--- config.mk ---
export PLATFORM = sky130hd
export DESIGN_NAME = xlat_cache
export DESIGN_NICKNAME = d
export VERILOG_FILES = /design/src/rtl/xlat_pkg.sv /design/src/rtl/xlat_match.sv /design/src/rtl/xlat_alloc.sv /design/src/rtl/xlat_cache.sv
export SDC_FILE = /design/constraint.sdc
export NUM_CORES = 1
export LEC_CHECK = 0
export BUFFER_PORTS_ARGS = -buffer_cell sky130_fd_sc_hd__buf_2
export CORE_UTILIZATION = 60
export CTS_BUF_LIST = sky130_fd_sc_hd__clkbuf_8
export DETAILED_ROUTE_END_ITERATION = 12
export GPL_ROUTABILITY_DRIVEN = 0
export PLACE_DENSITY = 0.79
export SYNTH_ARGS = -nofsm -noshare
export SYNTH_HDL_FRONTEND = slang
export SYNTH_HIERARCHICAL = 1
export SYNTH_SLANG_ARGS = --single-unit
--- constraint.sdc ---
create_clock -name clk -period 2.95 [get_ports clk]
set_input_delay 0.7375 -clock clk [delete_from_list [all_inputs] [get_ports clk]]
set_output_delay 0.7375 -clock clk [all_outputs]
set_load 0.01 [all_outputs]
--- src/rtl/xlat_pkg.sv ---
package xlat_pkg;

    typedef enum logic [1:0] {
        RES_NONE  = 2'd0,
        RES_HIT   = 2'd1,
        RES_MISS  = 2'd2,
        RES_FAULT = 2'd3
    } res_e;

endpackage

--- src/rtl/xlat_match.sv ---
// Parallel comparison of one key against every stored tag.
module xlat_match #(
    parameter int N     = 4,
    parameter int VPN_W = 6,
    parameter int PID_W = 4
) (
    input  logic [N-1:0]             valid,
    input  logic [N-1:0][VPN_W-1:0]  vpn_arr,
    input  logic [N-1:0][PID_W-1:0]  pid_arr,
    input  logic [VPN_W-1:0]         key_vpn,
    input  logic [PID_W-1:0]         key_pid,
    output logic [N-1:0]             hit
);

    for (genvar i = 0; i < N; i++) begin : g_cmp
        assign hit[i] = valid[i] && (vpn_arr[i] == key_vpn) && (pid_arr[i] == key_pid);
    end

endmodule

--- src/rtl/xlat_alloc.sv ---
// Picks the slot a fill is written to: matching entry, else first free, else victim.
module xlat_alloc #(
    parameter int N     = 4,
    parameter int IDX_W = 2
) (
    input  logic [N-1:0]     valid,
    input  logic [N-1:0]     key_hit,
    input  logic [IDX_W-1:0] victim_ptr,
    output logic [IDX_W-1:0] slot,
    output logic             use_victim
);

    logic [IDX_W-1:0] hit_idx;
    logic [IDX_W-1:0] free_idx;
    logic             any_free;

    always_comb begin
        hit_idx  = '0;
        free_idx = '0;
        any_free = 1'b0;
        for (int i = 0; i < N; i++) begin
            if (key_hit[i]) begin
                hit_idx = hit_idx | IDX_W'(i);
            end
        end
        for (int i = N - 1; i >= 0; i--) begin
            if (!valid[i]) begin
                free_idx = IDX_W'(i);
                any_free = 1'b1;
            end
        end
        use_victim = 1'b0;
        if (|key_hit) begin
            slot = hit_idx;
        end else if (any_free) begin
            slot = free_idx;
        end else begin
            slot       = victim_ptr;
            use_victim = 1'b1;
        end
    end

    // with a free slot and no match, the chosen slot is an invalid one
    always_comb begin
        if (!(|key_hit) && !(&valid)) begin
            a_r8_free_slot_used: assert (!valid[slot]);
        end
    end

    // a fill key matches at most one stored entry
    always_comb begin
        a_r9_single_match: assert ($onehot0(key_hit));
    end

endmodule

--- src/rtl/xlat_cache.sv ---
module xlat_cache
    import xlat_pkg::*;
#(
    parameter int VA_W  = 16,
    parameter int PA_W  = 16,
    parameter int OFF_W = 10,
    parameter int PID_W = 4,
    parameter int N     = 4
) (
    input  logic                  clk,
    input  logic                  rst_n,
    input  logic                  req_valid,
    input  logic [VA_W-1:0]       req_vaddr,
    input  logic [PID_W-1:0]      req_pid,
    input  logic                  req_write,
    input  logic                  fill_valid,
    input  logic [VA_W-OFF_W-1:0] fill_vpn,
    input  logic [PID_W-1:0]      fill_pid,
    input  logic [PA_W-OFF_W-1:0] fill_pfn,
    input  logic                  fill_wr_ok,
    input  logic                  fill_dirty,
    input  logic                  flush,
    output logic                  rsp_valid,
    output logic                  rsp_hit,
    output logic                  rsp_miss,
    output logic                  rsp_fault,
    output logic [PA_W-1:0]       rsp_paddr,
    output logic                  rsp_dirty
);

    localparam int VPN_W = VA_W - OFF_W;
    localparam int PFN_W = PA_W - OFF_W;
    localparam int IDX_W = (N > 1) ? $clog2(N) : 1;

    typedef struct packed {
        logic [N-1:0]             valid;
        logic [N-1:0][VPN_W-1:0]  vpn_arr;
        logic [N-1:0][PID_W-1:0]  pid_arr;
        logic [N-1:0][PFN_W-1:0]  pfn_arr;
        logic [N-1:0]             wr_ok;
        logic [N-1:0]             dirty;
        logic [IDX_W-1:0]         ptr;
        logic                     r_valid;
        res_e                     r_res;
        logic [PA_W-1:0]          r_paddr;
        logic                     r_dirty;
    } state_t;

    state_t s_d, s_q;

    logic [N-1:0]     look_hit;
    logic [N-1:0]     fill_hit;
    logic [IDX_W-1:0] fill_slot;
    logic             fill_evict;
    logic [PFN_W-1:0] sel_pfn;
    logic             sel_wr_ok;
    logic             sel_dirty;

    xlat_match #(.N(N), .VPN_W(VPN_W), .PID_W(PID_W)) u_look (
        .valid   (s_q.valid),
        .vpn_arr (s_q.vpn_arr),
        .pid_arr (s_q.pid_arr),
        .key_vpn (req_vaddr[VA_W-1:OFF_W]),
        .key_pid (req_pid),
        .hit     (look_hit)
    );

    xlat_match #(.N(N), .VPN_W(VPN_W), .PID_W(PID_W)) u_fill (
        .valid   (s_q.valid),
        .vpn_arr (s_q.vpn_arr),
        .pid_arr (s_q.pid_arr),
        .key_vpn (fill_vpn),
        .key_pid (fill_pid),
        .hit     (fill_hit)
    );

    xlat_alloc #(.N(N), .IDX_W(IDX_W)) u_alloc (
        .valid      (s_q.valid),
        .key_hit    (fill_hit),
        .victim_ptr (s_q.ptr),
        .slot       (fill_slot),
        .use_victim (fill_evict)
    );

    always_comb begin
        sel_pfn   = '0;
        sel_wr_ok = 1'b0;
        sel_dirty = 1'b0;
        for (int i = 0; i < N; i++) begin
            if (look_hit[i]) begin
                sel_pfn   = sel_pfn | s_q.pfn_arr[i];
                sel_wr_ok = sel_wr_ok | s_q.wr_ok[i];
                sel_dirty = sel_dirty | s_q.dirty[i];
            end
        end
    end

    always_comb begin
        s_d = s_q;

        // response path: reads the contents from before any update this cycle
        s_d.r_valid = req_valid;
        s_d.r_res   = RES_NONE;
        s_d.r_paddr = '0;
        s_d.r_dirty = 1'b0;
        if (req_valid) begin
            if (!(|look_hit)) begin
                s_d.r_res = RES_MISS;
            end else if (req_write && !sel_wr_ok) begin
                s_d.r_res = RES_FAULT;
            end else begin
                s_d.r_res   = RES_HIT;
                s_d.r_paddr = {sel_pfn, req_vaddr[OFF_W-1:0]};
                s_d.r_dirty = sel_dirty;
            end
        end

        // storage update: flush wins over fill
        if (flush) begin
            s_d.valid = '0;
            s_d.ptr   = '0;
        end else if (fill_valid) begin
            s_d.valid[fill_slot]   = 1'b1;
            s_d.vpn_arr[fill_slot] = fill_vpn;
            s_d.pid_arr[fill_slot] = fill_pid;
            s_d.pfn_arr[fill_slot] = fill_pfn;
            s_d.wr_ok[fill_slot]   = fill_wr_ok;
            s_d.dirty[fill_slot]   = fill_dirty;
            if (fill_evict) begin
                s_d.ptr = (s_q.ptr == IDX_W'(N - 1)) ? '0 : s_q.ptr + 1'b1;
            end
        end
    end

    always_ff @(posedge clk) begin
        if (!rst_n) begin
            s_q <= '0;
        end else begin
            s_q <= s_d;
        end
    end

    assign rsp_valid = s_q.r_valid;
    assign rsp_hit   = (s_q.r_res == RES_HIT);
    assign rsp_miss  = (s_q.r_res == RES_MISS);
    assign rsp_fault = (s_q.r_res == RES_FAULT);
    assign rsp_paddr = s_q.r_paddr;
    assign rsp_dirty = s_q.r_dirty;

    a_r2_latency: assert property (@(posedge clk) disable iff (!rst_n)
        req_valid |=> rsp_valid);

    a_r11_one_result: assert property (@(posedge clk) disable iff (!rst_n)
        rsp_valid |-> ($countones({rsp_hit, rsp_miss, rsp_fault}) == 1));

    a_r11_idle_quiet: assert property (@(posedge clk) disable iff (!rst_n)
        !rsp_valid |-> (!rsp_hit && !rsp_miss && !rsp_fault && rsp_paddr == '0));

    a_r4_unique_hit: assert property (@(posedge clk) disable iff (!rst_n)
        $onehot0(look_hit));

    a_r7_flush_clears: assert property (@(posedge clk) disable iff (!rst_n)
        flush |=> (s_q.valid == '0));

    a_r3_miss_zero: assert property (@(posedge clk) disable iff (!rst_n)
        rsp_miss |-> (rsp_paddr == '0 && !rsp_dirty));

    a_r5_fault_on_write: assert property (@(posedge clk) disable iff (!rst_n)
        rsp_fault |-> $past(req_write));

endmodule

==> results of run 1 <==
[flip-flops by register name, indices dropped and copies added, names as in the netlist]
name and count:
rsp_paddr 16, rsp_dirty 1, s_q 80, rsp_valid 1
[per-stage QoR]
stage / util, % / setup WS, ns / instances / instance area, sq um
finish: 66.5 / 0.301 / 646 / 5140
global route: 66.5 / 0.209 / 646 / 5140
CTS: 66.5 / 0.321 / 646 / 5140
detailed placement: 63.8 / 0.0205 / 630 / 4930
global placement: 63.8 / 0.0699 / 630 / 4930
floorplan: - / 0.262 / 518 / 4810
[kinds of logic (layout without fill, tap and decap cells)]
family                     Yosys count  count (layout)  share of synthesized area [%]
muxes                                1               1                          0.208
buffers and inverters               70              96                           10.2
and+or+nand+nor                    163             163                           19.6
AOI/OAI and AO/OA                  105             105                           13.4
xor gates and xnor gates            80              80                           15.5
DFF                                 98              98                           40.8
adders and majority gates            1               1                          0.260
[cell usage in the layout (no fill, tap or decap), types with 9 or more instances in the layout]
cell type,Yosys,routed
nand4_1,17,17
clkbuf_8,0,9
nand3_1,69,69
buf_2,7,64
a22oi_1,14,14
nor2_1,11,11
o21ai_0,55,55
o21ai_2,18,18
nand2_1,24,24
xnor2_1,74,74
and3_1,10,10
nand3_2,12,12
dfxtp_1,98,98
buf_4,25,9
a21oi_1,9,9
[power groups by stage]
stage | registers [uW] | logic, uW | clock network (uW)
floorplan | 1380 | 191 | 0
global placement | 1390 | 225 | 0
detailed placement | 1390 | 228 | 0
CTS | 1360 | 231 | 938
global route | 1360 | 252 | 983
finish | 1360 | 232 | 924
[worst paths after layout]
check,start,endpoint,slack [ns],depth (start not counted)
setup / recovery,fill_pid[2],s_q[30]$_SDFFE_PN0P_,0.30,11
setup reg to reg,s_q[64]$_SDFFE_PN0P_,s_q[30]$_SDFFE_PN0P_,0.48,10
hold reg to reg,s_q[22]$_SDFFE_PN0P_,s_q[22]$_SDFFE_PN0P_,0.47,2
hold / removal,s_q[22]$_SDFFE_PN0P_,s_q[22]$_SDFFE_PN0P_,0.47,2
[worst max-delay path, delay by kind of cell]
kind                   cells  cell delay, ns
buffers and inverters      2            0.39
AO/OA/AOI/OAI              2            0.17
XOR/XNOR                   1            0.25
AND/OR/NAND/NOR            6            1.34
[final cells by class]
class                   instances  area (sq um)
inverters                       3          11.3
flip-flops and latches         98          1960
fillers                       629          2590
clock buffers                   9           124
clock inverters                 7          90.1
well taps                     102           128
repair buffers                 77           468
multi-input cells             350          2360
[per-layer routing]
layer  part of all wire [%]  vias up
met2                     47      118
met4                    2.1        0
met5                      0        -
li1                       -     1825
met3                    5.4       20
met1                     45     1731
==> metrics.txt, run 1 <==
outcome=finished clean; unrepaired setup endpoints after global routing=false; power share of the combinational group=9.2%; Max rail drop VDD=around 0.27 mV; post-cts sizing count=0; antenna violations before repair=0; final hold vios=0; DRT Pass-1 Iters=5; Via Count=3694; Yosys warnings=6; final setup fails=0; critical path peak fanout=36; critical path's slowest cell=or4b_2; Post-CTS Hold Buffers=0; met1 global-route usage=33.9%; Post-CTS Setup Inserts=0; WP data required=3.22 ns; final slew viol count=0; met3 Use GR=4.02%; IO Count=65; largest net degree at the start of global routing=between 90 and 100; Max-Cap Viols=0; worst skew pair latency=0.37 ns; min Tclk post-route=2.65 ns; Post-synth ARST share=0%; CP Class=in2reg; Crit. End Element=flip-flop; IO buf count=64; Routed Antenna Nets=0; drt wl/cell=15.8 microns; syn avg cell area=9.29 sq um; CTS H-tree lvls=3; Pleak=0.00181 uW; CTS sink cnt=98; number of global-route vias before repair=~3400; starting density of the core=62.3%; Clock power frac=36.8%; Nets=between 500 and 600; Vias/cell=~5.7; Synth Net Count=approximately 560; CTS Buffer Depth=2; Core Rows=32; Syn Inst Count=518; CP cell instances=buf_2 -> xnor2_1 -> nand4_1 -> nor3_2 -> nor2_2 -> nand2_1 -> o21ai_0 -> or4b_2 -> buf_12 -> nand3_1 -> o21ai_2; dpl hpwl=7.12 mm; Seq/Total Area, Yosys=just over 40%; synth unique cells=35; area grow syn2layout=6.81%; Yosys top cell area share=40.8%; CTS tree=built; gr usage total=25.7%; fraction of layout instances using a drive strength above 1=around 26%; Synth area leaders=dfxtp_1 (41%), xnor2_1 (13%), nand3_1 (7.2%); Core Footprint=0.00773 sq mm; Synth Register Bits=a little under 100; met2 capacity usage during global routing=41.9%; period utilisation layout=around nine tenths; EDFF count, synth=0; Psw=658 uW; Slew @ Worst Pin=around 0.64 ns; setup_tns=0 ns; Sw Ratio=26.2%; crit start category=input pin; Antenna diodes=0; crit path DAT=between 2 and 3 ns; most common cell in the netlist=dfxtp_1; number of DRC markers in iteration 0=206; FMAX=roughly 380 MHz; Overflow after GRT=0; Clock Tree Root=clkbuf_8; Int Power=between 1500 and 2000 uW; Top Usage Layer GRT=met2; area leader, netlist=dfxtp_1; share of power burned in registers=54.0%; final wirelength=10.2 mm; most frequent cells after synthesis=dfxtp_1 (98), xnor2_1 (74), nand3_1 (69); CP peak stage delay=0.70 ns; synthesized cell area=0.00481 sq mm; Final Skew=approximately 0.013 ns; Die Span X=around 92 microns; worst hold slack=about 0.47 ns; CTS buffer count=9; Worst-path clk slew=0.10 ns; die area=between 0.008 and 0.009 sq mm; Slew HR=57.3%; first-pass GRT wire length=~17 mm; Hold Crit Class=reg2reg; Synth Flop Type=dfxtp_1; Residual DRC=0; total power draw=approximately 2500 uW; die height=91.6 microns; pwr dens=between 400 and 500 mW/mm^2
(Power assumes the default switching activity.)
==> run 2: changes to the inputs <==
--- a/config.mk
+++ b/config.mk
@@ -6,7 +6,9 @@
 export NUM_CORES = 1
 export LEC_CHECK = 0
 export BUFFER_PORTS_ARGS = -buffer_cell sky130_fd_sc_hd__buf_2
-export CORE_UTILIZATION = 60
+export CELL_PAD_IN_SITES_DETAIL_PLACEMENT = 0
+export CELL_PAD_IN_SITES_GLOBAL_PLACEMENT = 1
+export CORE_UTILIZATION = 46
 export CTS_BUF_LIST = sky130_fd_sc_hd__clkbuf_8
 export DETAILED_ROUTE_END_ITERATION = 12
 export GPL_ROUTABILITY_DRIVEN = 0
==> metrics.txt, run 2 (same netlist as run 1, synthesis figures left out) <==
dpl hpwl=7.61 mm (+6.8%); outcome=finished clean; final setup fails=0 (unchanged); CP peak stage delay=0.67 ns (-0.03 ns); post-cts sizing count=0 (unchanged); critical path's slowest cell=or4b_2; final instance area=0.00519 sq mm (+0.92%); CTS Buffer Depth=2 (unchanged); Slew HR=59.6% (+2.2 points); period utilisation layout=90.4% (+0.65 points); Sw Ratio=26.4% (+0.25 points); fin util=52.1% (-14 points); area grow syn2layout=7.80%; starting density of the core=48.4% (-14 points); max reg flops=80 (unchanged); unrepaired setup endpoints after global routing=false; IO buf count=64 (unchanged); Slew @ Worst Pin=0.607 ns (-0.0332 ns); largest net degree at the start of global routing=92 (unchanged); first-pass GRT wire length=17.7 mm (+5.5%); power share of the combinational group=9.4% (+0.2 points); final slew viol count=0 (unchanged); CTS H-tree lvls=3 (unchanged); largest register by flop count=s_q; IO Count=65 (unchanged); setup_tns=0 ns (unchanged); share of power burned in registers=53.9% (about the same); Routed Antenna Nets=0 (unchanged); Worst-path clk slew=0.10 ns (about the same); Max rail drop VDD=0.244 mV (-11%); layout filler cell count=952 (+51%); Nets=585 (+0.17%); Post-CTS Setup Inserts=0 (unchanged); Antenna diodes=0 (unchanged); CP cell instances=buf_2 -> xnor2_1 -> nand4_1 -> nor3_2 -> nor2_2 -> nand4_1 -> o21ai_1 -> or4b_2 -> buf_12 -> nand3_1 -> o21ai_2; Final Skew=0.0207 ns (+0.00807 ns); die height=104 microns (+14%); fin worst setup slack=0.282 ns (-0.0191 ns); Residual DRC=0 (unchanged); antenna violations before repair=0 (unchanged); CP Class=in2reg; die area=0.0109 sq mm (+30%); CP dominant cell by count=nand4_1; Overflow after GRT=0 (unchanged); Post-Place Worst Slack=-0.0912 ns (-0.112 ns); Vias/cell=5.35 (-6.4%); commonest non-fill, non-tap cell in the layout=dfxtp_1; crit path DAT=2.93 ns (about the same); cell area after placement=0.00497 sq mm (+0.94%); number of DRC markers in iteration 0=161 (-22%); Non-Filler Instances=678 (+5.0%); DRT Pass-1 Iters=4 (-1); gr usage total=20.6% (-5.1 points); drt wl/cell=15.7 microns (-0.71%); crit start category=input pin; CTS tree=built; Clock Tree Root=clkbuf_8; Int Power=1850 uW (-0.18%); critical path peak fanout=28 (-22%); CTS buffer count=9 (unchanged); Max-Cap Viols=0 (unchanged); final wirelength=10.7 mm (+4.2%); Pleak=0.00181 uW (about the same); Crit. End Element=flip-flop; final hold vios=0 (unchanged); Via Count=3627 (-1.8%); CTS sink cnt=98 (unchanged); Post-CTS Hold Buffers=0 (unchanged); Core Footprint=0.00995 sq mm (+29%); Die Span X=104 microns (+14%); pwr dens=485 mW/mm^2 (-0.76%); FMAX=375 MHz (-0.71%); Core Rows=36 (+13%); WP data required=3.21 ns (about the same); worst skew pair latency=0.37 ns (about the same); number of global-route vias before repair=3524 (+2.5%); Psw=665 uW (+1.1%); most frequent cells in the layout=dfxtp_1 (98), xnor2_1 (74), nand3_1 (69), buf_2 (64), o21ai_0 (55); Clock power frac=36.7% (about the same); Cells after DPL=662 (+5.1%); fraction of layout instances using a drive strength above 1=26.1% (+0.14 points); min Tclk post-route=2.67 ns (+0.0191 ns); Hold Crit Class=reg2reg
run 2: cell count changes in the layout (fill, tap and decap cells not counted):
cell,delta
inv_8,-2
buf_4,+1
clkinv_8,+1
clkinvlp_4,+1
run 2: routing by layer:
| metal | part of all wire [%] | up-vias | routed length [microns] | global-route usage [%] |
|---|---|---|---|---|
| li1 | - | 1821 | - | - |
| met2 | 45 | 85 | 4790 | 32.6 |
| met1 | 50 | 1711 | 5320 | 28.9 |
| met4 | 1.2 | 0 | 123 | 6.53 |
| met3 | 3.9 | 10 | 415 | 2.94 |
| met5 | 0 | - | 0 | 0 |
run 2: critical path: cells and delay by family:
family | cells | cell delay [ns]
AND/OR/NAND/NOR | 6 | 1.43
AO/OA/AOI/OAI | 2 | 0.15
buffers and inverters | 2 | 0.37
XOR/XNOR | 1 | 0.21
run 2: power groups by stage:
stage          clock network (uW)  logic [uW]  registers (uW)
2_1_floorplan                   0         191            1380
3_3_place_gp                    0         234            1390
3_5_place_dp                    0         236            1390
4_1_cts                       944         238            1360
5_1_grt                      1000         259            1360
6_report                      923         237            1360
run 2: layout make-up:
class	count	area, sq um	area share (%)
Multi-Input combinational cell	350	2360	45.5
Sequential cell	98	1960	37.8
Timing Repair Buffer	78	475	9.16
Tap cell	133	166	3.21
Clock buffer	9	124	2.39
Clock inverter	7	91.3	1.76
Inverter	3	11.3	0.217
run 2: per-stage QoR:
stage / hold WS, ns / power [uW]
2_1_floorplan: 0.439 / 1580
3_3_place_gp: 0.446 / 1620
3_5_place_dp: 0.452 / 1620
4_1_cts: 0.467 / 2540
5_1_grt: 0.483 / 2620
6_report: 0.464 / 2520
run 2: final timing paths:
path,from,endpoint,cells after the start,slack (ns)
setup / recovery,fill_pid[2],s_q[33]$_SDFFE_PN0P_,11,0.28
hold / removal,s_q[26]$_SDFFE_PN0P_,s_q[26]$_SDFFE_PN0P_,2,0.46
setup reg to reg,s_q[69]$_SDFFE_PN0P_,s_q[33]$_SDFFE_PN0P_,10,0.48
hold reg to reg,s_q[26]$_SDFFE_PN0P_,s_q[26]$_SDFFE_PN0P_,2,0.46
